File: src/rtl/sdmm_pkg.sv
`timescale 1ns/1ps
package sdmm_pkg;

    localparam int DIGIT_W = 2;
    localparam int DIFF_W  = 4;

    typedef struct packed {
        logic pos;
        logic neg;
    } sd_digit_t;

    typedef logic signed [1:0]        dval_t;
    typedef logic signed [DIFF_W-1:0] dwide_t;

    // saturated prefix difference X - Y
    typedef enum logic [2:0] {
        DF_NEG_BIG,
        DF_NEG_ONE,
        DF_EVEN,
        DF_POS_ONE,
        DF_POS_BIG
    } diff_t;

    typedef struct packed {
        logic      first;
        logic      flip;
        sd_digit_t a;
        sd_digit_t b;
    } lane_t;

    typedef struct packed {
        logic      flip;
        sd_digit_t z;
    } pick_t;

    function automatic sd_digit_t sd_neg(sd_digit_t d);
        sd_digit_t r;
        r.pos = d.neg;
        r.neg = d.pos;
        return r;
    endfunction

    function automatic dval_t sd_val(sd_digit_t d);
        if (d.pos && !d.neg) return 2'sb01;
        if (d.neg && !d.pos) return 2'sb11;
        return 2'sb00;
    endfunction

    function automatic sd_digit_t sd_enc(dval_t v);
        sd_digit_t r;
        r.pos = (v == 2'sb01);
        r.neg = (v == 2'sb11);
        return r;
    endfunction

    function automatic dwide_t ext(dval_t v);
        return {{(DIFF_W-2){v[1]}}, v};
    endfunction

    function automatic dwide_t diff_num(diff_t s);
        case (s)
            DF_NEG_BIG: return -4'sd2;
            DF_NEG_ONE: return -4'sd1;
            DF_POS_ONE: return 4'sd1;
            DF_POS_BIG: return 4'sd2;
            default:    return 4'sd0;
        endcase
    endfunction

    function automatic diff_t diff_next(diff_t s, dval_t a, dval_t b);
        dwide_t t;
        t = (diff_num(s) <<< 1) + ext(a) - ext(b);
        if (t >= 4'sd2)  return DF_POS_BIG;
        if (t <= -4'sd2) return DF_NEG_BIG;
        if (t == 4'sd1)  return DF_POS_ONE;
        if (t == -4'sd1) return DF_NEG_ONE;
        return DF_EVEN;
    endfunction

    // increment of max prefix: always within -1..+1
    function automatic dval_t max_digit(diff_t s, dval_t a, dval_t b);
        dwide_t ea, eb;
        ea = ext(a);
        eb = ext(b);
        case (s)
            DF_POS_BIG: return a;
            DF_NEG_BIG: return b;
            DF_POS_ONE: eb = eb - 4'sd2;
            DF_NEG_ONE: ea = ea - 4'sd2;
            default:    ;
        endcase
        return (ea >= eb) ? dval_t'(ea) : dval_t'(eb);
    endfunction

endpackage

File: src/rtl/sdmm_front.sv
`timescale 1ns/1ps
module sdmm_front
    import sdmm_pkg::*;
(
    input  logic      clk,
    input  logic      rst,
    input  sd_digit_t x_i,
    input  sd_digit_t y_i,
    input  logic      start_i,
    input  logic      min_i,
    output lane_t     lane_o
);

    logic min_hold_q;
    logic min_eff;

    assign min_eff = start_i ? min_i : min_hold_q;

    always_ff @(posedge clk) begin
        if (rst) begin
            min_hold_q <= 1'b0;
            lane_o     <= '0;
        end else begin
            min_hold_q   <= min_eff;
            lane_o.first <= start_i;
            lane_o.flip  <= min_eff;
            lane_o.a     <= min_eff ? sd_neg(x_i) : x_i;
            lane_o.b     <= min_eff ? sd_neg(y_i) : y_i;
        end
    end

    // mode seen by the pipeline only changes on a start digit
    a_r6_mode_held: assert property (@(posedge clk) disable iff (rst)
        !start_i |=> (lane_o.flip == $past(lane_o.flip)));

endmodule

File: src/rtl/sdmm_select.sv
`timescale 1ns/1ps
module sdmm_select
    import sdmm_pkg::*;
(
    input  logic  clk,
    input  logic  rst,
    input  lane_t lane_i,
    output pick_t pick_o
);

    diff_t st_q;
    diff_t st_base;
    diff_t st_d;
    dval_t va;
    dval_t vb;
    dval_t m;

    always_comb begin
        st_base = lane_i.first ? DF_EVEN : st_q;
        va      = sd_val(lane_i.a);
        vb      = sd_val(lane_i.b);
        m       = max_digit(st_base, va, vb);
        st_d    = diff_next(st_base, va, vb);
    end

    always_ff @(posedge clk) begin
        if (rst) begin
            st_q   <= DF_EVEN;
            pick_o <= '0;
        end else begin
            st_q        <= st_d;
            pick_o.flip <= lane_i.flip;
            pick_o.z    <= sd_enc(m);
        end
    end

    // a decided word stays decided
    a_r9_hi_sticky: assert property (@(posedge clk) disable iff (rst)
        (st_q == DF_POS_BIG && !lane_i.first) |=> (st_q == DF_POS_BIG));

    a_r9_lo_sticky: assert property (@(posedge clk) disable iff (rst)
        (st_q == DF_NEG_BIG && !lane_i.first) |=> (st_q == DF_NEG_BIG));

    // a decided word follows the leading operand
    a_r9_follow_a: assert property (@(posedge clk) disable iff (rst)
        (st_q == DF_POS_BIG && !lane_i.first)
        |=> (sd_val(pick_o.z) == $past(sd_val(lane_i.a))));

    // a start digit with equal digits leaves the difference at zero
    a_r7_fresh_word: assert property (@(posedge clk) disable iff (rst)
        (lane_i.first && sd_val(lane_i.a) == sd_val(lane_i.b))
        |=> (st_q == DF_EVEN));

endmodule

File: src/rtl/sdmm_back.sv
`timescale 1ns/1ps
module sdmm_back
    import sdmm_pkg::*;
(
    input  logic      clk,
    input  logic      rst,
    input  pick_t     pick_i,
    output sd_digit_t z_o
);

    always_ff @(posedge clk) begin
        if (rst) z_o <= '0;
        else     z_o <= pick_i.flip ? sd_neg(pick_i.z) : pick_i.z;
    end

    // output digits never use the redundant zero code
    a_r1_canonical: assert property (@(posedge clk) disable iff (rst)
        !(z_o.pos && z_o.neg));

endmodule

File: src/rtl/sdmm_maxmin.sv
`timescale 1ns/1ps
module sdmm_maxmin
    import sdmm_pkg::*;
(
    input  logic               clk,
    input  logic               rst,
    input  logic [DIGIT_W-1:0] x_dig_i,
    input  logic [DIGIT_W-1:0] y_dig_i,
    input  logic               word_start_i,
    input  logic               min_mode_i,
    output logic [DIGIT_W-1:0] z_dig_o
);

    lane_t     lane;
    pick_t     pick;
    sd_digit_t z_s;

    sdmm_front u_front (
        .clk     (clk),
        .rst     (rst),
        .x_i     (sd_digit_t'(x_dig_i)),
        .y_i     (sd_digit_t'(y_dig_i)),
        .start_i (word_start_i),
        .min_i   (min_mode_i),
        .lane_o  (lane)
    );

    sdmm_select u_select (
        .clk    (clk),
        .rst    (rst),
        .lane_i (lane),
        .pick_o (pick)
    );

    sdmm_back u_back (
        .clk    (clk),
        .rst    (rst),
        .pick_i (pick),
        .z_o    (z_s)
    );

    assign z_dig_o = z_s;

    // reset clears the output digit
    a_r8_reset_quiet: assert property (@(posedge clk)
        rst |=> (z_dig_o == '0));

endmodule

File: config.mk
export PLATFORM = sky130hd
export DESIGN_NAME = sdmm_maxmin
export DESIGN_NICKNAME = d
export VERILOG_FILES = /design/src/rtl/sdmm_pkg.sv /design/src/rtl/sdmm_front.sv /design/src/rtl/sdmm_select.sv /design/src/rtl/sdmm_back.sv /design/src/rtl/sdmm_maxmin.sv
export SDC_FILE = /design/constraint.sdc
export NUM_CORES = 1
export LEC_CHECK = 0
export ABC_AREA = 0
export BUFFER_PORTS_ARGS = -buffer_cell sky130_fd_sc_hd__buf_2
export CAP_MARGIN = 20
export CORE_MARGIN = 2
export CORE_UTILIZATION = 55
export DETAILED_ROUTE_END_ITERATION = 8
export HOLD_SLACK_MARGIN = 0.15
export PLACE_DENSITY = 0.76
export SLEW_MARGIN = 30
export SYNTH_ARGS = -nofsm -noshare
export SYNTH_HDL_FRONTEND = slang
export SYNTH_SLANG_ARGS = --single-unit
File: constraint.sdc
create_clock -name clk -period 3.3 [get_ports clk]
set_clock_uncertainty 0.15 [all_clocks]
set_input_delay 0.66 -clock clk [delete_from_list [all_inputs] [get_ports clk]]
set_output_delay 0.66 -clock clk [all_outputs]
set_load 0.01 [all_outputs]
# Word level (Yosys, flattened, before mapping)
# Index checks and enable logic that the tools add are counted.
[classes]
addsub = 4
n_mul = 0
div_mod_pow = 0
order_cmp = 3
eq_ne = 7
shifts = 0
muxes = 44
bitwise_logic = 0
n_reduce_logical = 10
[op_table]
columns = ["op", "n"]
rows = [
  ["2-to-1 mux 3 bit", 9],
  ["2-to-1 mux 2 bit", 13],
  ["2-to-1 mux 1 bit", 18],
  ["case mux 3 bit (4 select lines)", 1],
  ["2-to-1 mux 4 bit", 2],
  ["subtractor 2 x 3 -> 4 bit, second input constant", 2],
  ["adder 4 x 2 -> 4 bit", 1],
  ["== test 4 x 1 -> 1 bit, second input constant", 1],
  ["== test 4 x 2 -> 1 bit, second input constant", 1],
  ["greater-or-equal comparator 4 x 3 -> 1 bit, second input constant", 1],
  ["greater-or-equal comparator 4 bit", 1],
  ["<= comparator 4 x 2 -> 1 bit, second input constant", 1],
  ["logical AND 1 bit", 4],
  ["zero test 1 bit", 4],
  ["case mux 2 bit (2 select lines)", 1],
  ["subtractor 4 x 2 -> 4 bit", 1],
  ["== test 3 x 1 -> 1 bit, second input constant", 1],
  ["== test 3 x 2 -> 1 bit, second input constant", 1],
  ["== test 3 bit, second input constant", 1],
  ["zero test 3 bit", 1],
  ["== test 2 x 1 -> 1 bit, second input constant", 1],
  ["== test 2 bit, second input constant", 1],
  ["OR reduction 2 bit", 1],
]
[word_totals]
reg_bits = 14
latch_bits = 0
ramBits = 0
mem_bits_ro = 0
output_inout_bits = 2
n_memories = 0

# Depth between registers and ports, before layout
# Gate-level depths: netlist (run 1).
[depth]
depth_word = 20
ltp_mapped = 13
depth_no_buf = 13

# Modules after synthesis
# From an unflattened synthesis (run 1), not the netlist that was laid out.
[hier_totals]
cells_unflattened = 85
area_unflattened_um2 = 879.6
[by_module_without_submodules]
columns = ["mod", "instances", "cells_each", "area_each_um2"]
rows = [
  ["sdmm_select", 1, 60, 580.6],
  ["sdmm_front", 1, 19, 231.5],
  ["sdmm_back", 1, 6, 67.6],
]

# Worst setup path before layout (run 1)
# Ideal clock, no wire load.
[synth_timing]
path_type = "register to register"
from = "register u_front.lane_o[5] in the netlist's numbering"
to = "register u_select.st_q[0]"
setup_time_ns = 0.079
t_arrival_ns = 2.736
t_required_ns = 3.071
slack_ns = 0.334
path_stages_with_launch = 12
path_buffers = 0
cell_sequence = "dfxtp_1 or3b_1 fa_1 inv_1 ha_1 inv_1 fa_1 xor2_1 xnor2_1 xnor2_1 or3b_1 a211oi_2"
[synth_via]
elab_chain_len = 14
[synth_lines]
columns = ["element", "line", "text"]
rows = [
  ["start, declared", "sdmm_front.sv:11", "output lane_t lane_o"],
  ["2-to-1 mux 3 bit (*)", "sdmm_select.sv:19", "st_base = lane_i.first ? DF_EVEN : st_q;"],
  ["== test 3 bit, or another cell as far along", "sdmm_pkg.sv:61", "case (s)"],
  ["case mux 3 bit (4 select lines) (*)", "sdmm_pkg.sv:61", ""],
  ["adder 4 x 2 -> 4 bit (*)", "sdmm_pkg.sv:72", "t = (diff_num(s) <<< 1) + ext(a) - ext(b);"],
  ["subtractor 4 x 2 -> 4 bit (*)", "sdmm_pkg.sv:72", ""],
  ["branches (longest 8 deep; another with <= comparator 4 x 2 -> 1 bit)", "--", ""],
  ["2-to-1 mux 3 bit (*)", "sdmm_pkg.sv:74", "if (t <= -4'sd2) return DF_NEG_BIG;"],
  ["end signal, assigned", "sdmm_select.sv:31", "st_q <= st_d;"],
  ["end, declared", "sdmm_select.sv:11", "diff_t st_q;"],
]
# Every way passes the cells marked *. The select of a mux whose other input is x is not followed.
# A chain may end at the register's enable or synchronous reset.

# Final worst setup path (run 1)
# Same ends and word-level chain as after synthesis.

==> metrics.txt, run 1 <==
synthesized area 867 sq um; total power 763 uW; Crit Path Category flop to flop; Power Density 783 mW/mm^2; cts bufs inserted 3; Final min period between 3000 and 4000 ps; nets 117; Pint 480 uW; Crit path max-delay family adder cells; Top Ports 10; Syn Nets 104; Setup crit end u_select.st_q[0]; Max Cap Viol 0; CTS Root Cell clkbuf_4; final hold vios 0; Worst-Skew Late Latency 270 ps; die height 43.7 um; DR pass1 iterations 4; relative slew slack 59.9%; global-route wire length before repair 2.48 mm; DRC 0; CTS sink cnt 14; Slowest Stage Delay on Critical Path 440 ps; CP startpoint u_front.lane_o[5]; leakage 0.441 nW; final slew viol count 0; fin crit share 94.8%; critical path arrival roughly 3200 ps; Vias 582; Initial Utilization a little under 60%; top achievable clock speed 0.320 GHz; port bufs 9; dominant synthesized flop cell dfxtp_1; Comb pwr share 52.3%; Worst VDD drop 0.403 mV; worst path bufs/invs 2; status finished clean; Worst EP required 3340 ps; Total Neg Setup Slack 0 ps; Crit Reg-Reg Startpoint u_front.lane_o[5]; top cells by count, synth dfxtp_1, inv_1, ha_1, mux2i_1, nor2_1; antenna viol nets, final 0; initial antenna violation count 0; reg2reg path depth 11; All-Layer GR Usage between 15 and 20%; CTS tree done; die width 43.7 um; flop and latch count out of synthesis 14; Post-synth EDFFs 0; post-synth top area cell dfxtp_1; die area 0.00191 sq mm; library cells used by synthesis 29; stages on the worst setup path 11; Worst setup EP type flop; Worst Max-Slew Pin Slew 584 ps; most common cell in the synthesized netlist dfxtp_1; critical-path cell list or3b_4, fa_1, inv_1, ha_1, inv_1, fa_1, xor2_1, xnor2_1, xnor2_1, or3b_1, a211oi_2; Cell Rows 14; Final setup violation count 0; RSZ-0062 raised after global routing no; CP Max Fanout 4; Yosys Warn Count 0; Iter 0 DRT Violations 4; via/cell ratio 5.15; Gate Count Post-Synth 85; ys async rst share 0%; class of the worst hold path flop to flop; vias in the first global route slightly below 600; FILL cells around 130; WL final 1.40 mm; Worst R2R End u_select.st_q[0]; switching pwr 283 uW; Max clock buf depth 2; clock slew at reported path FFs 80 ps; area of the multi-input gates 539 sq um; # diodes 0; largest net degree at the start of global routing 14; dpl hpwl between 1 and 1.5 mm; H-tree Lvls 1; Seq/Total Area, Yosys 32.3%; hold_buf cts 0; Startpoint Class flop; post-synthesis to final-layout area growth 12.4%; Storage cell area 285 sq um; syn avg cell area about 10 sq um; core area ~0.0015 sq mm; FF-to-FF setup slack 170 ps; drt wl/cell ~12 um; dominant cells by area after synthesis dfxtp_1, ha_1, mux2i_1; Seq pwr share roughly a third; switching part of the total a little under two fifths; GRT Residual Overflow 0; share of layout cells above drive strength 1 around 28%; Slowest-stage cell, CP fa_1; Clk pwr share 15.5%; Routability Congestion around 0.76; Synth top area share 32.3%
cell usage in the layout, fill, tap and decap left out, types with 2 or more instances in the layout:
cell type / count
buf_2: 9
clkbuf_4: 3
dfxtp_1: 10
dfxtp_2: 4
fa_1: 3
ha_1: 7
inv_1: 13
mux2i_1: 7
nand2_1: 3
nor2_1: 7
nor2b_1: 5
o31ai_1: 2
xnor2_1: 3
kinds of logic after synthesis:
| group | after synthesis | share of synthesized area (%) |
|---|---|---|
| adder cells (fa/ha/maj) | 11 | 18.5 |
| AND/OR/NAND/NOR | 27 | 20.9 |
| AO/OA/AOI/OAI | 8 | 10.1 |
| XOR/XNOR | 4 | 4.04 |
| buffers and inverters | 14 | 6.06 |
| multiplexers | 7 | 8.08 |
| flip-flops | 14 | 32.3 |
layout make-up:
cell class / count / share of cell area [%]
Tap cell: 16 / 2.05
Timing Repair Buffer: 9 / 4.62
Clock buffer: 4 / 3.72
Multi-Input combinational cell: 57 / 55.3
Inverter: 13 / 5.01
Sequential cell: 14 / 29.3
flip-flops by register name, summed over array words and instances (netlist names):
name	cells
u_front.lane_o	6
u_select.pick_o	3
u_select.st_q	3
u_back.z_o	2
stage by stage:
| step | instance area (sq um) | hold WS (ps) | util, % | worst slack, ps | std cells |
|---|---|---|---|---|---|
| 5_1_grt | 975 | 333 | 65.5 | 16.0 | 113 |
| 3_5_place_dp | 928 | 302 | 62.4 | 135 | 109 |
| 3_3_place_gp | 928 | 298 | 62.4 | 198 | 109 |
| 6_report | 975 | 314 | 65.5 | 170 | 113 |
| 4_1_cts | 965 | 316 | 64.8 | 105 | 113 |
| 2_1_floorplan | 867 | 287 | - | 334 | 85 |
power groups by stage:
| stage | Clock [mW] | Sequential, mW | Combinational, mW |
|---|---|---|---|
| after floorplan | 0 | 0.237 | 0.325 |
| after global placement | 0 | 0.240 | 0.380 |
| after detailed placement | 0 | 0.243 | 0.396 |
| after CTS | 0.120 | 0.241 | 0.401 |
| after global routing | 0.130 | 0.250 | 0.452 |
| final | 0.118 | 0.246 | 0.399 |
worst reg2reg max path, cell delays in order, from the launching register on:
cell and delay, ps:
dfxtp_2 350, or3b_4 400, fa_1 440, inv_1 80, ha_1 140, inv_1 50
fa_1 370, xor2_1 160, xnor2_1 180, xnor2_1 120, or3b_1 380, a211oi_2 230
routing by layer:
metal  up-vias  GRT usage, %  share of wire (%)
li1        308             -                  -
met1       261          20.0                 42
met2        11          30.9                 52
met3         2          7.08                4.0
met4         0          7.27                1.6
met5         -             0                  0
what timing repair did:
item                       CTS  global route
setup endpoints to repair    0             1
resized for setup            0             6
buffers inserted             0             0
how the worst min path moves through the flow:
stage | from | to | cells after the start | slack, ps
6_report | u_front.lane_o[4] | u_select.pick_o[2] | 1 | 310
5_1_grt | u_front.lane_o[4] | u_select.pick_o[2] | 1 | 330
4_1_cts | u_front.lane_o[4] | u_select.pick_o[2] | 1 | 320
3_5_place_dp | u_front.lane_o[4] | u_select.pick_o[2] | 1 | 300
3_3_place_gp | u_front.lane_o[4] | u_select.pick_o[2] | 1 | 300
2_1_floorplan | u_front.lane_o[4] | u_select.pick_o[2] | 1 | 290
(Power assumes the default switching activity.)
==> inputs of run 2 (changes only) <==
Settings changed: SYNTH_HIERARCHICAL set to 1.
==> run 2 against run 1 <==
Against the previous run:
- final cell count stayed put
- clock-buffer cell count is the same
- flip-flop and latch count stayed put
- worst setup slack better by 300 ps
- non-clock buffer count is the same
- via count rose by 3.6%
- highest routed layer is now met3
==> metrics.txt, run 2 <==
Worst setup EP type flop; drt wl/cell 11.6 um (-6.4%); dpl hpwl 1.07 mm (-5.4%); Initial Utilization 58.4% (+0.15 points); clock slew at reported path FFs 80 ps (about the same); hold_buf cts 0 (unchanged); Max clock buf depth 2 (unchanged); CTS Root Cell clkbuf_4; Cells after DPL 109 (unchanged); Final setup violation count 0 (unchanged); Setup Buffers After CTS 0 (unchanged); Yosys Warn Count 6 (+6); Max Cap Viol 0 (unchanged); Crit Path Category flop to flop; Vias 603 (+3.6%); flop and latch count out of synthesis 14 (unchanged); Reg with most FFs u_front/lane_o; Worst VDD drop 0.377 mV (-6.5%); largest net degree at the start of global routing 14 (unchanged); Iter 0 DRT Violations 13 (+9); DP Area 937 sq um (+0.94%); CTS tree done; core area 0.00151 sq mm (+1.2%); top cells by count, synth dfxtp_1, inv_1, ha_1, mux2i_1, nor2_1; Post-Layout Cell Count 113 (unchanged); critical path arrival 2880 ps (-290 ps); GRT Residual Overflow 0 (unchanged); Seq/Total Area, Yosys 31.9% (-0.46 points); largest family of logic cells by synthesized area adder cells; library cells used by synthesis 31 (+6.9%); Storage cell area 280 sq um (-1.8%); Post-synth EDFFs 0 (unchanged); DR pass1 iterations 4 (unchanged); die width 44.0 um (+0.65%); Top Ports 10 (unchanged); Final min period 2830 ps (-300 ps); initial antenna violation count 0 (unchanged); final slew viol count 0 (unchanged); Synth top area share 31.9% (-0.46 points); synthesized area 880 sq um (+1.4%); die height 44.0 um (+0.65%); DRC 0 (unchanged); post-synth top area cell dfxtp_1; global-route wire length before repair 2.39 mm (-3.9%); Syn Nets 105 (+0.96%); # diodes 0 (unchanged); WL final 1.31 mm (-6.4%); post-synthesis to final-layout area growth 10.7%; Cell Rows 14 (unchanged); post-placement setup slack 487 ps (+352 ps); XOR/XNOR share of the synthesized area 2.99% (-1.1 points); Top Registers u_front/lane_o (5), u_select/pick_o (3), u_select/st_q (3); Total Neg Setup Slack 0 ps (unchanged); syn avg cell area 10.3 sq um (+1.4%); relative slew slack 76.9% (+17 points); die area 0.00194 sq mm (+1.3%); most frequent cells in the layout dfxtp_1, inv_1, buf_2, ha_1, mux2i_1; Startpoint Class flop; RSZ-0062 raised after global routing no; fin crit share 85.7% (-9.1 points); Synth Area in Compound Gates 11.8% (+1.7 points); area of the multi-input gates 551 sq um (+2.1%); most common cell in the synthesized netlist dfxtp_1; FILL cells 119 (-9.2%); dominant synthesized flop cell dfxtp_1; CP Max Fanout 6 (+2); post-synthesis adder-cell area fraction 19.6% (+1.2 points); antenna viol nets, final 0 (unchanged); ys async rst share 0% (unchanged); top achievable clock speed 0.353 GHz (+11%); Gate Count Post-Synth 85 (unchanged); via/cell ratio 5.34 (+3.6%); dominant cells by area after synthesis dfxtp_1, ha_1, fa_1; final hold vios 0 (unchanged); H-tree Lvls 1 (unchanged); vias in the first global route 600 (+2.4%); CTS sink cnt 14 (unchanged); final instance area 973 sq um (-0.13%); FF-to-FF setup slack 470 ps (+300 ps); Worst-Skew Late Latency 270 ps (about the same); leading cell type in the layout, fill and taps excluded dfxtp_1; simple-gate share of the synthesized area 18.1% (-2.9 points); status finished clean; Power Density 733 mW/mm^2 (-6.4%); Worst Slack Setup Final 471 ps (+300 ps); PostCTS Resize Cnt 0 (unchanged); All-Layer GR Usage 17.2% (-0.91 points); leakage 0.439 nW (-0.44%); Worst EP required 3350 ps (about the same); nets 118 (+0.85%); mux contribution to synthesized area 10.1% (+2.0 points); port bufs 9 (unchanged); cts bufs inserted 3 (unchanged); share of layout cells above drive strength 1 22.7% (-5.2 points); max reg flops 5 (-1); class of the worst hold path flop to flop; Routability Congestion 0.817 (+7.3%); Worst Max-Slew Pin Slew 347 ps (-237 ps)
[run 2: metrics by stage]
step	util (%)	total power [mW]	hold slack [ps]
5_1_grt	64.6	0.788	380
3_5_place_dp	62.2	0.593	342
2_1_floorplan	-	0.530	310
6_report	64.6	0.713	356
4_1_cts	64.6	0.717	362
3_3_place_gp	62.2	0.582	322
[run 2: area by class of cell]
| cell class | instances | share of cell area [%] |
|---|---|---|
| inverter | 11 | 4.24 |
| timing repair buffer | 9 | 4.63 |
| multi-input combinational | 59 | 56.6 |
| tap | 16 | 2.06 |
| clock buffer | 4 | 3.73 |
| sequential | 14 | 28.8 |
[run 2: final timing paths]
check,cells after the start,to,from
setup reg to reg,9,u_select/st_q[2],u_front/lane_o[5]
hold / removal,2,u_back/z_o[0],u_select/pick_o[0]
setup / recovery,9,u_select/st_q[2],u_front/lane_o[5]
hold reg to reg,2,u_back/z_o[0],u_select/pick_o[0]
[run 2: cell families (layout without fill, tap and decap cells)]
family | after synthesis | count (layout)
xor+xnor | 3 | 3
fa+ha+maj | 12 | 12
compound gates | 10 | 10
buf+inv | 12 | 24
simple gates | 26 | 26
flops | 14 | 14
mux | 8 | 8
[run 2: metal layers]
| metal | vias up | part of all wire (%) | track usage [%] |
|---|---|---|---|
| li1 | 313 | - | - |
| met1 | 280 | 46 | 20.4 |
| met2 | 10 | 50 | 29.7 |
| met3 | 0 | 3.4 | 6.25 |
| met4 | 0 | 0 | 3.64 |
| met5 | - | 0 | 0 |
[run 2: power by group]
part / leakage (nW) / switching, mW / internal, mW / total, mW
Combinational: 0.302 / 0.184 / 0.172 / 0.356
Clock: 0.0210 / 0.0529 / 0.0670 / 0.120
Sequential: 0.116 / 0.0299 / 0.207 / 0.237
Total: 0.439 / 0.267 / 0.446 / 0.713
[run 2: critical path, cell delays in order, from the launching register on]
cell     delay, ps
dfxtp_1        370
nor3b_1        340
fa_1           490
ha_1           220
fa_1           370
xor2_1         180
xnor2_1        140
xnor2_1        270
inv_1           80
nor3_1         160
==> inputs of run 3 (changes only) <==
Settings changed: CELL_PAD_IN_SITES_DETAIL_PLACEMENT set to 0, CELL_PAD_IN_SITES_GLOBAL_PLACEMENT set to 1, CORE_MARGIN 2 to unset, CORE_UTILIZATION 55 to 44, PLACE_DENSITY 0.76 to unset, PLACE_DENSITY_LB_ADDON set to 0.1.
==> run 3 against run 2 <==
Against the previous run:
- sequential share of layout area fell by 0.33 points
- clock power hardly changed
- highest routed layer is now met4
- critical path depth unchanged
- via count down 0.83%
- global-route usage fell by 2.0 points
- design area increased by 1.2%
- total power is 1.6% lower
- critical endpoint unchanged
- non-clock buffer count is the same
- fmax grew 0.39%
- die area up 13%
- register-to-register slack about the same
==> metrics.txt, run 3 (same netlist as run 2, synthesis figures left out) <==
status finished clean; Initial Utilization 48.8% (-9.6 points); Max Cap Viol 0 (unchanged); hold_buf cts 0 (unchanged); most frequent cells in the layout dfxtp_1, inv_1, buf_2, ha_1, mux2i_1; All-Layer GR Usage 15.2% (-2.0 points); Final min period 2820 ps (-11.1 ps); antenna viol nets, final 0 (unchanged); top achievable clock speed 0.355 GHz (+0.39%); fin crit share 85.4% (-0.34 points); worst path bufs/invs 1 (unchanged); share of layout cells above drive strength 1 22.7% (unchanged); die area 0.00218 sq mm (+13%); via/cell ratio 4.90 (-8.1%); relative slew slack 77.3% (+0.40 points); Crit Path Category flop to flop; Crit path max-delay family adder cells; DP Area 948 sq um (+1.2%); drt wl/cell 10.3 um (-11%); H-tree Lvls 1 (unchanged); critical-path cell list nor3b_1, fa_1, ha_1, fa_1, xor2_1, xnor2_1, xnor2_1, inv_1, nor3_1; core area 0.00180 sq mm (+20%); RSZ-0062 raised after global routing no; DR pass1 iterations 2 (-2); CP startpoint u_select/st_q[0]; total power 702 uW (-1.6%); Reg with most FFs u_front/lane_o; final hold vios 0 (unchanged); clock slew at reported path FFs 80 ps (about the same); final instance area 985 sq um (+1.2%); Slowest-stage cell, CP fa_1; Worst VDD drop 0.350 mV (-7.3%); hold path startpoint u_front/min_hold_q; leakage 0.439 nW (unchanged); max reg flops 5 (unchanged); Worst EP required 3350 ps (about the same); Total Neg Setup Slack 0 ps (unchanged); global-route wire length before repair 2.24 mm (-6.1%); DRC 0 (unchanged); CTS Root Cell clkbuf_4; die height 46.7 um (+6.2%); Cell Rows 15 (+1); PostCTS Resize Cnt 0 (unchanged); Setup Buffers After CTS 0 (unchanged); Startpoint Class flop; nets 118 (unchanged); Routability Congestion 0.777 (-4.9%); Top Registers u_front/lane_o (5), u_select/pick_o (3), u_select/st_q (3); final slew viol count 0 (unchanged); die width 46.7 um (+6.2%); CTS sink cnt 14 (unchanged); vias in the first global route 539 (-10%); FF-to-FF setup slack 480 ps (about the same); Finished Core Util 54.7% (-10 points); WL final 1.26 mm (-3.5%); Iter 0 DRT Violations 6 (-7); Final setup violation count 0 (unchanged); Worst-Skew Late Latency 280 ps (about the same); port bufs 9 (unchanged); Top Ports 10 (unchanged); Worst setup EP type flop; Slowest Stage Delay on Critical Path 480 ps (about the same); # diodes 0 (unchanged); Worst Max-Slew Pin Slew 340 ps (-6.70 ps); GRT Residual Overflow 0 (unchanged); critical path arrival 2870 ps (about the same); initial antenna violation count 0 (unchanged); class of the worst hold path flop to flop; leading cell type in the layout, fill and taps excluded dfxtp_1; Power Density 713 mW/mm^2 (-2.7%); Crit Reg-Reg Startpoint u_select/st_q[0]; dpl hpwl 1.06 mm (-0.25%); Vias 598 (-0.83%); CTS tree done; CP Max Fanout 4 (-2); largest net degree at the start of global routing 14 (unchanged); cts bufs inserted 3 (unchanged); Max clock buf depth 2 (unchanged); post-synthesis to final-layout area growth 11.9%
## run 3: cell counts in the layout (fill, tap and decap cells not counted)
Identical to the previous run, type by type.
## run 3: through the flow
stage	hold slack (ps)	setup WS (ps)	std cells
3_5_place_dp	342	481	118
4_1_cts	359	466	122
3_3_place_gp	339	487	118
2_1_floorplan	310	644	85
5_1_grt	372	181	122
6_report	354	482	122
## run 3: where the power goes
group | internal [mW] | leakage [nW] | switching (mW)
combinational | 0.171 | 0.302 | 0.176
sequential | 0.207 | 0.116 | 0.0290
clock | 0.0671 | 0.0210 | 0.0516
## run 3: worst register-to-register path, cell delays in order, from the launching register on
cell and delay [ps]:
dfxtp_1 380, nor3b_1 340, fa_1 480, ha_1 220, fa_1 380, xor2_1 180
xnor2_1 140, xnor2_1 260, inv_1 70, nor3_1 160
## run 3: final timing paths
check	endpoint	cells past startpoint
max	u_select/st_q[2]	9
min	u_select/pick_o[2]	1
max reg2reg	u_select/st_q[2]	9
min reg2reg	u_select/pick_o[2]	1
## run 3: final cells by class
type                    instances  area (sq um)
multi-input cells              59           551
repair buffers                  9          45.0
fillers                       176           817
flip-flops and latches         14           280
inverters                      11          41.3
clock buffers                   4          36.3
well taps                      25          31.3
## run 3: per-layer routing
metal  up-vias  wire length (um)  share of wire [%]  global-route usage [%]
li1        315                 -                  -                       -
met1       273               611                 48                    18.6
met2         8               589                 47                    23.6
met3         2                51                4.0                    7.06
met4         0                10               0.79                    5.14
met5         -                 0                  0                       0
